**src/rtl/mash_pkg.sv**
```systemverilog
package mash_pkg;

    // Output code width: the first stage yields W-K+1 signed bits, and the
    // two differentiated correction terms add at most +/-3 on top.
    function automatic int code_width(input int w, input int k);
        return w - k + 3;
    endfunction

    // Width of the first stage's quantized output.
    function automatic int first_q_width(input int w, input int k);
        return w - k + 1;
    endfunction

endpackage

```
**src/rtl/mash_ef_stage.sv**
```systemverilog
module mash_ef_stage #(
    parameter int IW        = 24,
    parameter int K         = 21,
    parameter bit SIGNED_IN = 1'b1,
    localparam int AW       = IW + 1,
    localparam int QW       = AW - K
) (
    input  logic          clk,
    input  logic          rst,
    input  logic          en,
    input  logic [IW-1:0] in_val,
    output logic [QW-1:0] q,
    output logic [K-1:0]  err
);

    logic [AW-1:0] ext_in;
    logic [AW-1:0] acc;
    logic [K-1:0]  err_q;

    generate
        if (SIGNED_IN) begin : g_sext
            assign ext_in = {in_val[IW-1], in_val};
        end else begin : g_zext
            assign ext_in = {1'b0, in_val};
        end
    endgenerate

    // The held residue is always non-negative, so it is zero-extended.
    assign acc = ext_in + {{(AW-K){1'b0}}, err_q};

    // A floor split: the upper bits are the arithmetic shift and the lower bits are the residue.
    assign q   = acc[AW-1:K];
    assign err = acc[K-1:0];

    always_ff @(posedge clk) begin
        if (rst) begin
            err_q <= '0;
        end else if (en) begin
            err_q <= err;
        end
    end

    AST_STATE_HOLD: assert property (@(posedge clk) disable iff (rst)
        !en |=> $stable(err_q));

    generate
        if (SIGNED_IN && (IW > K)) begin : g_qrange
            localparam logic signed [QW-1:0] QLIM = QW'(2 ** (QW - 2));
            AST_Q1_RANGE: assert property (@(posedge clk) disable iff (rst)
                en |-> ($signed(q) >= -QLIM && $signed(q) <= QLIM));
        end
    endgenerate

endmodule

```
**src/rtl/mash_cancel.sv**
```systemverilog
module mash_cancel #(
    parameter int Q1W = 4,
    parameter int OW  = 6,
    localparam int SW = OW + 2
) (
    input  logic           clk,
    input  logic           rst,
    input  logic           en,
    input  logic [Q1W-1:0] q1,
    input  logic           q2,
    input  logic           q3,
    output logic [OW-1:0]  code,
    output logic           vld
);

    logic q2_d1;
    logic q3_d1;
    logic q3_d2;

    logic signed [SW-1:0] t_q1;
    logic signed [SW-1:0] t_q2;
    logic signed [SW-1:0] t_q2_d1;
    logic signed [SW-1:0] t_q3;
    logic signed [SW-1:0] t_q3_d1;
    logic signed [SW-1:0] t_q3_d2;
    logic signed [SW-1:0] sum;

    always_comb begin
        t_q1    = {{(SW-Q1W){q1[Q1W-1]}}, q1};
        t_q2    = {{(SW-1){1'b0}}, q2};
        t_q2_d1 = {{(SW-1){1'b0}}, q2_d1};
        t_q3    = {{(SW-1){1'b0}}, q3};
        t_q3_d1 = {{(SW-1){1'b0}}, q3_d1};
        t_q3_d2 = {{(SW-1){1'b0}}, q3_d2};
        // One difference on stage two and two differences on stage three; the gain of 2 is a shift.
        sum = t_q1 + (t_q2 - t_q2_d1) + (t_q3 - (t_q3_d1 <<< 1) + t_q3_d2);
    end

    always_ff @(posedge clk) begin
        if (rst) begin
            q2_d1 <= 1'b0;
            q3_d1 <= 1'b0;
            q3_d2 <= 1'b0;
            code  <= '0;
            vld   <= 1'b0;
        end else begin
            vld <= en;
            if (en) begin
                q2_d1 <= q2;
                q3_d1 <= q3;
                q3_d2 <= q3_d1;
                code  <= sum[OW-1:0];
            end
        end
    end

    localparam logic signed [SW-1:0] SMIN = SW'(-(2 ** (OW - 1)));
    localparam logic signed [SW-1:0] SMAX = SW'((2 ** (OW - 1)) - 1);

    AST_NO_OVERFLOW: assert property (@(posedge clk) disable iff (rst)
        en |-> (sum >= SMIN && sum <= SMAX));

    AST_CODE_HOLD: assert property (@(posedge clk) disable iff (rst)
        !en |=> $stable(code));

    AST_VALID_TRACK: assert property (@(posedge clk) disable iff (rst)
        en |=> vld);

    AST_VALID_QUIET: assert property (@(posedge clk) disable iff (rst)
        !en |=> !vld);

endmodule

```
**src/rtl/mash111_mod.sv**
```systemverilog
module mash111_mod #(
    parameter int W  = 24,
    parameter int K  = 21,
    localparam int Q1W = mash_pkg::first_q_width(W, K),
    localparam int OW  = mash_pkg::code_width(W, K)
) (
    input  logic          clk,
    input  logic          rst,
    input  logic          smp_en,
    input  logic [W-1:0]  smp_in,
    output logic [OW-1:0] code_out,
    output logic          code_vld
);

    logic [Q1W-1:0] q1;
    logic [K-1:0]   e1;
    logic           q2;
    logic [K-1:0]   e2;
    logic           q3;
    logic [K-1:0]   e3;

    mash_ef_stage #(.IW(W), .K(K), .SIGNED_IN(1'b1)) u_st1 (
        .clk(clk), .rst(rst), .en(smp_en),
        .in_val(smp_in), .q(q1), .err(e1)
    );

    mash_ef_stage #(.IW(K), .K(K), .SIGNED_IN(1'b0)) u_st2 (
        .clk(clk), .rst(rst), .en(smp_en),
        .in_val(e1), .q(q2), .err(e2)
    );

    mash_ef_stage #(.IW(K), .K(K), .SIGNED_IN(1'b0)) u_st3 (
        .clk(clk), .rst(rst), .en(smp_en),
        .in_val(e2), .q(q3), .err(e3)
    );

    mash_cancel #(.Q1W(Q1W), .OW(OW)) u_cancel (
        .clk(clk), .rst(rst), .en(smp_en),
        .q1(q1), .q2(q2), .q3(q3),
        .code(code_out), .vld(code_vld)
    );

    // The last residue feeds no later stage.
    logic unused_e3;
    assign unused_e3 = ^e3;

    AST_RESET_CLEAR: assert property (@(posedge clk)
        rst |=> (code_out == '0 && !code_vld));

endmodule

```
**config.mk**
```make
export PLATFORM = sky130hd
export DESIGN_NAME = mash111_mod
export DESIGN_NICKNAME = d
export VERILOG_FILES = /design/src/rtl/mash_pkg.sv /design/src/rtl/mash_ef_stage.sv /design/src/rtl/mash_cancel.sv /design/src/rtl/mash111_mod.sv
export SDC_FILE = /design/constraint.sdc
export NUM_CORES = 1
export LEC_CHECK = 0
export ABC_AREA = 1
export CORE_MARGIN = 2
export CORE_UTILIZATION = 24
export CTS_CLUSTER_SIZE = 20
export DETAILED_ROUTE_END_ITERATION = 10
export DONT_BUFFER_PORTS = 1
export HOLD_SLACK_MARGIN = 0.08
export PLACE_DENSITY = 0.48
export SLEW_MARGIN = 20
export SYNTH_ARGS = -nofsm -noshare
export SYNTH_HDL_FRONTEND = slang
export SYNTH_SLANG_ARGS = --single-unit
```
**constraint.sdc**
```tcl
create_clock -name clk -period 6.4 [get_ports clk]
set_input_delay 0.64 -clock clk [delete_from_list [all_inputs] [get_ports clk]]
set_output_delay 0.64 -clock clk [all_outputs]
set_load 0.02 [all_outputs]
```
==> Word level (Yosys, flattened, before mapping) <==
Index checks and enable logic that the tools add are counted.
{ "word_totals": {"regBits": 73, "in_bits": 27, "out_inout_bits": 7, "word_cells": 16} }
{ "op_classes": {"addsub": 8} }
{ "ops": {"columns": ["cell", "count"], "rows": [
  ["21-bit by 21-bit adder with 22-bit output", 2],
  ["24-bit by 22-bit adder with 25-bit output", 1],
  ["6-bit by 2-bit adder with 6-bit output", 1],
  ["6-bit adder", 1],
  ["4-bit by 2-bit adder with 5-bit output", 1],
  ["1-bit by 2-bit subtractor with 3-bit output", 1],
  ["1-bit by 1-bit subtractor with 2-bit output", 1]
]} }

==> Depth between registers and ports, before layout <==
Gate-level depths: netlist of run 1.
{ "depth": {"ltp_word": 6, "depth_mapped": 37} }

==> Modules after synthesis <==
From an unflattened synthesis of run 1, not the netlist that was laid out.
{ "unflattened": {"hier_cells": 1283, "hier_area_um2": 7489.7} }
{ "by_module_without_submodules": {"columns": ["module", "n_inst", "cells_per_inst", "area_each_um2", "seq_area_each_um2"], "rows": [
  ["mash_ef_stage (u_st2 ...)", 2, 391, 2230.9, 420.4],
  ["mash_ef_stage (u_st1)", 1, 418, 2357.3, 420.4],
  ["mash_cancel", 1, 83, 670.6, 200.2]
]} }

==> Least setup slack after synthesis of run 1 <==
OpenSTA, ideal clock, no wires.
{ "synth_timing": {"path_type": "in2reg", "start": "input port smp_in[0]", "end": "register u_cancel.code[4]", "t_arrival_ns": 5.036, "required_time_ns": 6.283, "slack_ns": 1.247, "path_stages": 32, "n_path_buf": 0, "path_cell_list": "ha_1 inv_1 fa_1 inv_1 nand3_1 nor2_1 nand2_1 nand3_1 xor2_1 ha_1 nand2_1 nor2_1 inv_1 nor2_1 a21oi_1 or2_1 and2_1 ha_1 nand2_1 nor2_1 inv_1 nor2_1 o21ai_1 nand3_1 fa_1 fa_1 nand2_1 nand2_1 a21oi_1 nor2_1 o221ai_1 inv_1"} }
{ "synth_between": {"elab_chain_len": 6, "elab_cells_between_ends": 8, "classes_between": "add/sub (8)"} }
{ "synth_rtl": {"columns": ["item", "line_no", "text"], "rows": [
  ["start, declared", "mash111_mod.sv:10", "input logic [W-1:0] smp_in,"],
  ["24-bit by 22-bit adder with 25-bit output", "mash_ef_stage.sv:29", "assign acc = ext_in + {{(AW-K){1'b0}}, err_q};"],
  ["named net e1[10]", "mash111_mod.sv:16", "logic [K-1:0] e1;"],
  ["21-bit by 21-bit adder with 22-bit output", "mash_ef_stage.sv:29", null],
  ["named net e2[11]", "mash111_mod.sv:18", "logic [K-1:0] e2;"],
  ["21-bit by 21-bit adder with 22-bit output", "mash_ef_stage.sv:29", null],
  ["named net q3", "mash111_mod.sv:19", "logic q3;"],
  ["1-bit by 2-bit subtractor with 3-bit output", "mash_cancel.sv:36", "sum = t_q1 + (t_q2 - t_q2_d1) + (t_q3 - (t_q3_d1 <<< 1) + t_q3_d2);"],
  ["6-bit by 2-bit adder with 6-bit output", "mash_cancel.sv:36", null],
  ["6-bit adder", "mash_cancel.sv:36", null],
  ["end signal, assigned", "mash_cancel.sv:52", "code <= sum[OW-1:0];"],
  ["end, declared", "mash_cancel.sv:12", "output logic [OW-1:0] code,"]
]} }
The timed path passes the listed nets, and every way through them passes these cells.
A chain may end at the register's enable or synchronous reset.

==> Worst setup path after layout of run 1 <==
{ "layout_timing": {"start": "register u_st1.err_q[0]", "end": "register u_cancel.code[4]"} }
{ "layout_between": {"elab_chain_len": 6, "elab_cells_between_ends": 8, "classes_between": "add/sub (8)"} }
{ "layout_rtl": {"columns": ["item", "line_no", "text"], "rows": [
  ["start, declared", "mash_ef_stage.sv:18", "logic [K-1:0] err_q;"],
  ["start signal, assigned", "mash_ef_stage.sv:39", "err_q <= err;"],
  ["24-bit by 22-bit adder with 25-bit output", "mash_ef_stage.sv:29", null],
  ["named net e1[6]", "mash111_mod.sv:16", null],
  ["21-bit by 21-bit adder with 22-bit output", "mash_ef_stage.sv:29", null],
  ["named net e2[7]", "mash111_mod.sv:18", null],
  ["21-bit by 21-bit adder with 22-bit output", "mash_ef_stage.sv:29", null],
  ["named net q3", "mash111_mod.sv:19", null],
  ["1-bit by 2-bit subtractor with 3-bit output", "mash_cancel.sv:36", null],
  ["6-bit by 2-bit adder with 6-bit output", "mash_cancel.sv:36", null],
  ["6-bit adder", "mash_cancel.sv:36", null]
]} }
The timed path passes the listed nets, and every way through them passes these cells.

==> run_results.csv, run 1 <==
group,metric,value,unit
critical_path,critPathMaxFanout,4,
critical_path,crit_top_cell,"nand2_1",
placement,portBuffers,0,
critical_path,cp-end-kind,"register",
sta,finalHoldViolCount,0,
pwr,powerDensity,426.1,mW/mm^2
yosys,synth_area_leaders,"dfxtp_1 20%, nand2_1 20%, ha_1 13%",
layout,fin_util,26.49,%
cts,cts.hold.buffers_added,0,
routing,remaining_drc_errors,0,
routing,vias,7308,
pwr,p_leak,4.579,nW
yosys,syn_area_per_cell,5.774,sq um
global_route,antenna_found_initial,1,
floorplan,num_io_pins,34,
critical_path,startpoint_type,"register",
critical_path,r2r_end,"u_cancel.code[4]",
sta,period_share,89.16,%
routing,routedWlPerCell,13.34,um
pwr,vdd_drop_max,0.1283,mV
sta,rsz0062_at_grt,"false",
critical_path,endpoint,"u_cancel.code[4]",
floorplan,fp-row-count,64,
critical_path,cp.depth,32,
yosys,synth_seq_area_share,19.74,%
sta,slew_headroom,34.53,%
layout,nFillCells,3480,
placement,gp_routability_congestion,0.8637,
cts,numCtsBuffers,9,
yosys,ys_types,40,
placement,placed_cell_area,0.007791,sq mm
routing,drt_wl_total,22330,um
cts,cts-root-buf,"clkbuf_16",
floorplan,die_height,179.6,um
critical_path,r2r_slack,0.69,ns
critical_path,max_stage_delay,0.50,ns
floorplan,initial_core_util,24.26,%
critical_path,r2r_cells,32,
flow_run,drv_cap,0,
global_route,track_usage,14.33,%
yosys,yosys_warnings,0,
routing,drtIter0Drc,435,
floorplan,die_area,0.03226,sq mm
cts,clk-insertion-delay-late,0.35,ns
worst_hold_path,hold_path.class,"in2reg",
sta,worst_slew_pin_slew,0.9809,ns
sta,tns,0,ns
yosys,synth_seq_cells,73,
cts,cts_tree,"done",
critical_path,r2r_start,"u_st1.err_q[0]",
critical_path,critPathArrivalTime,5.95,ns
layout,stdcell_count,1674,
cts,clock-sinks,73,
sta,hold-worst-slack,0.4060,ns
critical_path,path_class,"reg2reg",
sta,clock_skew,0.007123,ns
global_route,grt_max_degree,95,
yosys,syn_inst,1282,
status,status,"complete, no violations",
cts,clkSlewWorstSetupHoldPaths,0.07,ns
sta,finalCriticalPeriod,5.706,ns
critical_path,slowest_stage,"fa_1",
layout,final_area,0.008082,sq mm
routing,drt-vias-per-instance,4.366,
critical_path,path_delay_family,"adder cells",
floorplan,core_area,0.03051,sq mm
layout,nNetsFinal,1379,
yosys,synthesis.nets,1389,
critical_path,crit_start,"u_st1.err_q[0]",
routing,antenna_left,0,
cts,ctsHtreeMaxLevel,3,
floorplan,die_w,179.6,um
global_route,overflow,0,
sta,finalSetupViolations,0,
critical_path,required,6.64,ns
placement,dp_cells,1657,
routing,firstDrtPassIters,5,
placement,place_hpwl,17410,um
global_route,grt_first_pass_wirelength,37330,um
layout,drive_gt1_share,2.976,%
global_route,grt_pass1_vias,7318,
cts,clk_path_buf_depth,2,
sta,slew_violations,0,
yosys,syn-cell-area,0.007402,sq mm
yosys,synth_top_area_share,19.74,%
sta,fmax,175.2,MHz
layout,area_delta_synth_final,9.178,%
yosys,yosys.area.top_type,"dfxtp_1",
critical_path,path_buf_inv,6,
## through the flow
| step | power, mW | worst slack [ns] |
|---|---|---|
| final | 3.443 | 0.6935 |
| after CTS | 3.471 | 0.6296 |
| after global routing | 3.867 | 0.02297 |
| after floorplan | 2.424 | 1.247 |
| after detailed placement | 2.945 | 0.3650 |
| after global placement | 2.954 | 0.3363 |
## worst min path at each step
stage | start | endpoint | depth (start not counted)
finish | smp_en | u_st1.err_q[1] | 1
detailed placement | u_st3.err_q[9] | u_st3.err_q[9] | 2
floorplan | u_st1.err_q[11] | u_st1.err_q[11] | 2
global placement | u_st1.err_q[12] | u_st1.err_q[12] | 2
global route | smp_en | u_st2.err_q[1] | 1
CTS | smp_en | u_st1.err_q[1] | 1
## kinds of logic (layout without fill, tap and decap cells)
logic type               after synthesis  in the layout  share of synthesized area [%]
AO/OA/AOI/OAI                        119            119                          8.807
adder cells (fa/ha/maj)               80             80                          14.13
XOR/XNOR                              28             28                          3.313
buffers and inverters                243            238                          12.74
other                                  0              1                              0
AND/OR/NAND/NOR                      739            739                          41.26
flip-flops                            73             73                          19.74
## power by group
group	total [mW]	switching (mW)	internal (mW)
Sequential	0.639	0.0775	0.561
Clock	0.505	0.229	0.276
Combinational	2.30	1.50	0.795
Total	3.44	1.81	1.63
## cell usage after synthesis (all sizes together)
library cell,number
inv,220
o31ai,2
nor3,12
o21ai,50
nand4,12
clkbuf,14
ha,74
nand3,102
and2,9
nor4,2
o221ai,1
a41oi,1
nor2,199
buf,8
a21oi,55
xnor2,5
nand2,393
xor2,23
o21bai,8
fa,6
or2,8
a21boi,1
a21o,1
clkinv,1
nand3b,2
dfxtp,73
## state kept, by name, summed over array words and instances, names as in the netlist
signal,cells
u_cancel.q3_d1,1
u_cancel.q2_d1,1
u_cancel.code,6
u_st2.err_q,21
u_cancel.q3_d2,1
u_st1.err_q,21
u_st3.err_q,21
u_cancel.vld,1
## area by class of cell
cell class	count	area, sq um	area share, %
diodes	1	2.502	0.03096
clock buffers	11	242.7	3.004
clock inverters	5	40.04	0.4954
inverters	221	829.5	10.26
multi-input cells	966	5002	61.90
flip-flops and latches	73	1461	18.08
well taps	396	495.5	6.131
repair buffers	1	7.507	0.09289
## cell usage in the layout (no fill, tap or decap), types with 2 or more instances in the layout
master	Yosys	layout
nor2_2	3	4
dfxtp_1	73	73
or2_0	3	3
inv_1	220	220
o31ai_1	2	2
nor3_1	10	10
o21bai_1	8	8
nor4_1	2	2
and2_1	7	7
nand4_1	12	12
a21oi_1	53	53
clkinvlp_4	0	3
nand2_2	7	7
nand3_2	2	2
nand3b_1	2	2
xor2_1	23	23
nand2_1	386	386
xnor2_1	5	5
or2_1	4	4
o21ai_1	4	4
clkbuf_16	0	9
nand3_1	100	100
o21ai_0	45	45
fa_1	6	6
and2_4	2	2
nor2_1	196	195
ha_1	74	73
nor3_2	2	2
## per-layer routing
metal  vias to the layer above  share of wire [%]  wire length (um)  global-route usage, %
met4                         0                1.8               407                  3.740
met5                         -                  0                 0                      0
met2                        88                 47             10400                  24.60
met3                        27                3.2               709                  2.107
li1                       3979                  -                 -                      -
met1                      3214                 48             10820                  18.75
## what timing repair did
action	4_1_cts	5_1_grt
buffers inserted	0	0
endpoints found under the setup margin	0	1
resized for setup	0	2
(Power assumes the default switching activity.)
==> run 2: changes to the inputs <==
--- a/config.mk
+++ b/config.mk
@@ -7,12 +7,12 @@
 export LEC_CHECK = 0
 export ABC_AREA = 1
 export CORE_MARGIN = 2
-export CORE_UTILIZATION = 24
+export CORE_UTILIZATION = 55
 export CTS_CLUSTER_SIZE = 20
 export DETAILED_ROUTE_END_ITERATION = 10
 export DONT_BUFFER_PORTS = 1
 export HOLD_SLACK_MARGIN = 0.08
-export PLACE_DENSITY = 0.48
+export PLACE_DENSITY = 0.81
 export SLEW_MARGIN = 20
 export SYNTH_ARGS = -nofsm -noshare
 export SYNTH_HDL_FRONTEND = slang
==> run 2 against run 1 <==
Effect of this change:
- count of clock-buffer cells in the layout down 1
- clock power up 13%
- critical path depth up 3
- critical endpoint unchanged
- non-clock buffer count unchanged
- worst hold slack worse by 0.018 ns
- global-route usage up 13 points
- wire length down 13%
- sequential share of layout area up 0.55 points
- sequential power about the same
==> run_results.csv, run 2 (synthesized netlist as in run 1, its figures left out) <==
group,metric,value,unit
sta,hold-worst-slack,0.3878,ns
cts,clock-sinks,73,
pwr,p_seq_share,18.3,%
sta,period_share,89.84,%
cts,ctsHtreeMaxLevel,3,
cts,cts.hold.buffers_added,0,
pwr,p_leak,4.612,nW
sta,finalHoldViolCount,0,
layout,reg_top3,"u_st1.err_q (21), u_st2.err_q (21), u_st3.err_q (21)",
sta,fmax,173.9,MHz
sta,finalSetupViolations,0,
floorplan,core_area,0.01319,sq mm
critical_path,critPathMaxFanout,6,
routing,remaining_drc_errors,0,
routing,drt-vias-per-instance,5.273,
layout,final_common_cell,"nand2_1",
routing,drt_wl_total,19350,um
routing,antenna_left,0,
pwr,p_clk_share,16.3,%
worst_hold_path,hold_path.class,"in2reg",
floorplan,fp-row-count,42,
pwr,swShare,51.12,%
cts,cts_tree,"done",
routing,firstDrtPassIters,5,
global_route,grt_max_degree,95,
floorplan,die_area,0.01440,sq mm
cts,clkSlewWorstSetupHoldPaths,0.06,ns
global_route,track_usage,27.73,%
floorplan,die_height,120.0,um
cts,clk_path_buf_depth,2,
global_route,grt_pass1_vias,7221,
sta,clock_skew,0.005750,ns
placement,portBuffers,0,
pwr,powerDensity,446.0,mW/mm^2
layout,antennaDiodeCount,0,
critical_path,startpoint_type,"register",
placement,place_hpwl,14710,um
sta,slew_violations,0,
routing,drtIter0Drc,548,
sta,rsz0062_at_grt,"false",
sta,tns,0,ns
cts,numCtsBuffers,9,
pwr,vdd_drop_max,0.2234,mV
placement,placed_cell_area,0.007516,sq mm
sta,slew_headroom,44.79,%
routing,routedWlPerCell,13.32,um
layout,area_delta_synth_final,5.984,%
critical_path,required,6.64,ns
critical_path,slowest_stage,"fa_1",
status,status,"complete, no violations",
pwr,intPower,1.710,mW
critical_path,critPathArrivalTime,5.99,ns
layout,most-common-layout-cells,"386 x nand2_1, 220 x inv_1, 196 x nor2_1, 100 x nand3_1, 74 x ha_1",
global_route,grt_first_pass_wirelength,32330,um
cts,cts-root-buf,"clkbuf_16",
placement,gp_routability_congestion,0.9836,
global_route,overflow,0,
sta,worst_slew_pin_slew,0.8273,ns
layout,nFillCells,1323,
pwr,power.switching,1.789,mW
floorplan,num_io_pins,34,
pwr,pwr-share-comb,65.4,%
cts,cts_resized,0,
global_route,antenna_found_initial,0,
floorplan,initial_core_util,56.12,%
cts,post_cts_buffers,0,
layout,nNetsFinal,1379,
layout,drive_gt1_share,2.897,%
routing,vias,7662,
critical_path,cp-end-kind,"register",
sta,finalCriticalPeriod,5.750,ns
cts,clk-insertion-delay-late,0.35,ns
critical_path,path_class,"reg2reg",
critical_path,crit_top_cell,"nand2_1",
layout,final_area,0.007845,sq mm
flow_run,drv_cap,0,
critical_path,max_stage_delay,0.51,ns
floorplan,die_w,120.0,um
[run 2: layer usage]
metal / global-route usage [%] / wire (um) / up-vias
li1: - / - / 3978
met2: 47.69 / 8916 / 219
met5: 0 / 0 / -
met4: 14.85 / 866 / 0
met3: 3.422 / 901 / 68
met1: 33.59 / 8667 / 3397
[run 2: through the flow]
stage | setup WS, ns | power [mW] | utilization [%] | cells
after global placement | 0.5629 | 2.845 | 56.98 | 1437
after floorplan | 1.247 | 2.424 | - | 1282
after detailed placement | 0.4638 | 2.876 | 56.98 | 1437
final | 0.6500 | 3.499 | 59.48 | 1453
after global routing | 0.08097 | 3.844 | 59.48 | 1453
after CTS | 0.7115 | 3.476 | 59.48 | 1453
[run 2: worst max-delay path: cells and delay by family, from the launching register on]
family,cells,cell delay (ns)
adder cells (fa/ha/maj),6,2.31
buffers and inverters,6,0.42
flip-flops,1,0.33
AND/OR/NAND/NOR,20,2.17
AO/OA/AOI/OAI,3,0.41
[run 2: worst paths after layout]
check | from | to | cells after the start | slack, ns
setup / recovery | u_st1.err_q[0] | u_cancel.code[4] | 35 | 0.65
hold / removal | smp_en | u_st1.err_q[1] | 1 | 0.39
setup reg to reg | u_st1.err_q[0] | u_cancel.code[4] | 35 | 0.65
hold reg to reg | u_st1.err_q[9] | u_st1.err_q[9] | 2 | 0.48
[run 2: cell type report]
cell class,instances,area (sq um),area share [%]
multi-input cells,966,4997,63.70
flip-flops and latches,73,1461,18.63
inverters,221,829.5,10.57
clock buffers,10,239.0,3.046
well taps,176,220.2,2.807
clock inverters,6,90.09,1.148
repair buffers,1,7.507,0.09569
[run 2: power by group through the flow]
stage / clock network, mW / logic (mW) / registers, mW
6_report: 0.571 / 2.29 / 0.639
5_1_grt: 0.595 / 2.60 / 0.650
4_1_cts: 0.581 / 2.26 / 0.638
3_5_place_dp: 0 / 2.23 / 0.647
3_3_place_gp: 0 / 2.20 / 0.645
2_1_floorplan: 0 / 1.79 / 0.630
==> run 3: changes to the inputs <==
--- a/config.mk
+++ b/config.mk
@@ -5,7 +5,6 @@
 export SDC_FILE = /design/constraint.sdc
 export NUM_CORES = 1
 export LEC_CHECK = 0
-export ABC_AREA = 1
 export CORE_MARGIN = 2
 export CORE_UTILIZATION = 55
 export CTS_CLUSTER_SIZE = 20
==> constraint.sdc (replaced) <==
create_clock -name clk -period 7.15 [get_ports clk]
set_input_delay 0.715 -clock clk [delete_from_list [all_inputs] [get_ports clk]]
set_output_delay 0.715 -clock clk [all_outputs]
set_load 0.02 [all_outputs]
==> run 3 against run 2 <==
Effect of this change:
- first-iteration DRC count shrank 28%
- global-route usage shrank 2.9 points
- sequential cell count unchanged
- sequential share of layout area up 4.1 points
- clock power decreased by 39%
- setup slack worse by 0.22 ns
- non-clock buffer count is 2 higher
- count of clock-buffer cells in the layout up 2
- register-to-register slack lost 0.21 ns
- sequential power down 2%
- via count shrank 27%
- critical path type is now in2reg
==> run_results.csv, run 3 <==
group,metric,value,unit
yosys,synth_edf_count,0,
sta,period_share,94.02,%
floorplan,core_area,0.01084,sq mm
layout,drive_gt1_share,3.893,%
global_route,grt_max_degree,63,
cts,cts-root-buf,"clkbuf_8",
cts,cts.hold.buffers_added,0,
sta,worst_slew_pin_slew,1.034,ns
yosys,synthesis.nets,859,
routing,remaining_drc_errors,0,
layout,nFillCells,935,
placement,post-place-ws,0.1145,ns
floorplan,initial_core_util,56.36,%
cts,ctsHtreeMaxLevel,3,
placement,portBuffers,0,
global_route,antenna_found_initial,0,
critical_path,cp-end-kind,"register",
floorplan,fp-row-count,38,
pwr,p_leak,2.968,nW
yosys,yosys_warnings,0,
layout,most-common-layout-cells,"80 x nor2_1, 74 x ha_1, 73 x dfxtp_1, 70 x a21oi_1, 45 x nand2_1",
flow_run,drv_cap,0,
routing,antenna_left,0,
layout,antennaDiodeCount,0,
sta,finalSetupViolations,0,
pwr,p_seq_share,18.8,%
sta,slew_headroom,30.99,%
layout,multi_input_area,0.004429,sq mm
yosys,synth_top_area_share,23.92,%
cts,clk-insertion-delay-late,0.37,ns
routing,firstDrtPassIters,5,
yosys,syn_area_per_cell,8.124,sq um
layout,nNetsFinal,847,
yosys,synth_ff_type,"dfxtp_1",
cts,clock-sinks,73,
critical_path,critPathArrivalTime,6.99,ns
sta,fmax,148.8,MHz
floorplan,die_height,109.4,um
critical_path,startpoint_type,"input pin",
floorplan,die_area,0.01197,sq mm
sta,finalCriticalPeriod,6.722,ns
critical_path,max_stage_delay,0.46,ns
pwr,p_clk_share,10.5,%
critical_path,critPathMaxFanout,6,
placement,place_hpwl,10740,um
yosys,syn_inst,752,
pwr,vdd_drop_max,0.1971,mV
routing,vias,5569,
critical_path,slowest_stage,"fa_1",
floorplan,die_w,109.4,um
pwr,pwr-share-comb,70.7,%
layout,area_delta_synth_final,5.058,%
global_route,grt_first_pass_wirelength,23680,um
yosys,synth_seq_cells,73,
global_route,overflow,0,
yosys,synth_area_leaders,"dfxtp_1 24%, ha_1 15%, a21oi_1 5.7%",
pwr,power.switching,1.609,mW
floorplan,num_io_pins,34,
sta,finalHoldViolCount,0,
layout,reg_top3,"u_st1.err_q (21), u_st2.err_q (21), u_st3.err_q (21)",
critical_path,required,7.42,ns
global_route,grt_pass1_vias,5283,
pwr,intPower,1.717,mW
yosys,ys_types,62,
global_route,track_usage,24.80,%
layout,regArea,0.001461,sq mm
cts,clk_path_buf_depth,2,
routing,drt_wl_total,14460,um
cts,clkSlewWorstSetupHoldPaths,0.08,ns
sta,slew_violations,0,
yosys,syn-cell-area,0.006110,sq mm
routing,drtIter0Drc,393,
cts,cts_resized,0,
routing,routedWlPerCell,16.34,um
routing,drt-vias-per-instance,6.293,
pwr,powerDensity,518.2,mW/mm^2
status,status,"complete, no violations",
sta,setup_slack,0.4279,ns
cts,numCtsBuffers,9,
sta,tns,0,ns
cts,cts_tree,"done",
pwr,swShare,48.37,%
yosys,synth_commonest_cells,"81 x nor2_1, 74 x ha_1, 73 x dfxtp_1, 70 x a21oi_1, 45 x nand2_1",
layout,final_common_cell,"nor2_1",
yosys,synth_seq_area_share,23.92,%
placement,gp_routability_congestion,0.9435,
sta,clock_skew,0.01082,ns
sta,rsz0062_at_grt,"false",
critical_path,path_class,"in2reg",
worst_hold_path,hold_path.class,"in2reg",
yosys,yosysMostFrequentCell,"nor2_1",
yosys,yosys.area.top_type,"dfxtp_1",
cts,post_cts_buffers,0,
yosys,synth-async-reset-ratio,0,%
## run 3: through the flow
step	utilization [%]	instance area (sq um)	std cells	power [mW]	hold slack (ns)
after global routing	59.21	6419	885	3.625	0.3910
after floorplan	-	6110	752	2.477	0.4318
after CTS	59.21	6419	885	3.288	0.3978
after detailed placement	57.31	6212	869	2.924	0.4572
final	59.21	6419	885	3.326	0.4107
after global placement	57.31	6212	869	2.807	0.4417
## run 3: logic make-up (layout without fill, tap and decap cells)
| logic type | count (synthesis) | count (layout) | share of synthesized area, % |
|---|---|---|---|
| multiplexers | 30 | 30 | 4.936 |
| flip-flops | 73 | 73 | 23.92 |
| adder cells (fa/ha/maj) | 80 | 80 | 17.12 |
| AO/OA/AOI/OAI | 243 | 243 | 26.66 |
| AND/OR/NAND/NOR | 223 | 223 | 17.43 |
| buffers and inverters | 59 | 52 | 3.625 |
| XOR/XNOR | 44 | 44 | 6.308 |
## run 3: final cells by class
class	instances	share of cell area, %
Tap cell	140	2.729
Sequential cell	73	22.77
Multi-Input combinational cell	620	69.01
Timing Repair Buffer	3	0.3509
Inverter	33	1.930
Clock inverter	4	0.7992
Clock buffer	12	2.417
## run 3: per-layer routing
layer	up-vias	part of all wire, %	track usage [%]
met2	171	47	40.96
met4	0	2.7	10.31
met5	-	0	0
li1	2751	-	-
met3	44	4.8	4.742
met1	2603	46	31.65
## run 3: worst max-delay path: cells and delay by family
kind,cells,cell delay [ns]
xor+xnor,2,0.36
fa+ha+maj,5,1.92
simple gates,8,0.94
mux,1,0.14
compound gates,13,2.90
## run 3: power by group through the flow
stage          Sequential (mW)  Clock, mW  Combinational (mW)
2_1_floorplan            0.611          0                1.87
3_3_place_gp             0.627          0                2.18
3_5_place_dp             0.633          0                2.29
4_1_cts                  0.625      0.353                2.31
5_1_grt                  0.640      0.368                2.62
6_report                 0.626      0.348                2.35
## run 3: worst paths after layout
| kind | from | to | slack (ns) | depth (start not counted) |
|---|---|---|---|---|
| max | smp_in[3] | u_cancel.code[4] | 0.43 | 29 |
| min | rst | u_cancel.code[0] | 0.41 | 1 |
| max reg2reg | u_st1.err_q[0] | u_cancel.code[4] | 0.44 | 30 |
| min reg2reg | u_st3.err_q[16] | u_st3.err_q[16] | 0.47 | 2 |
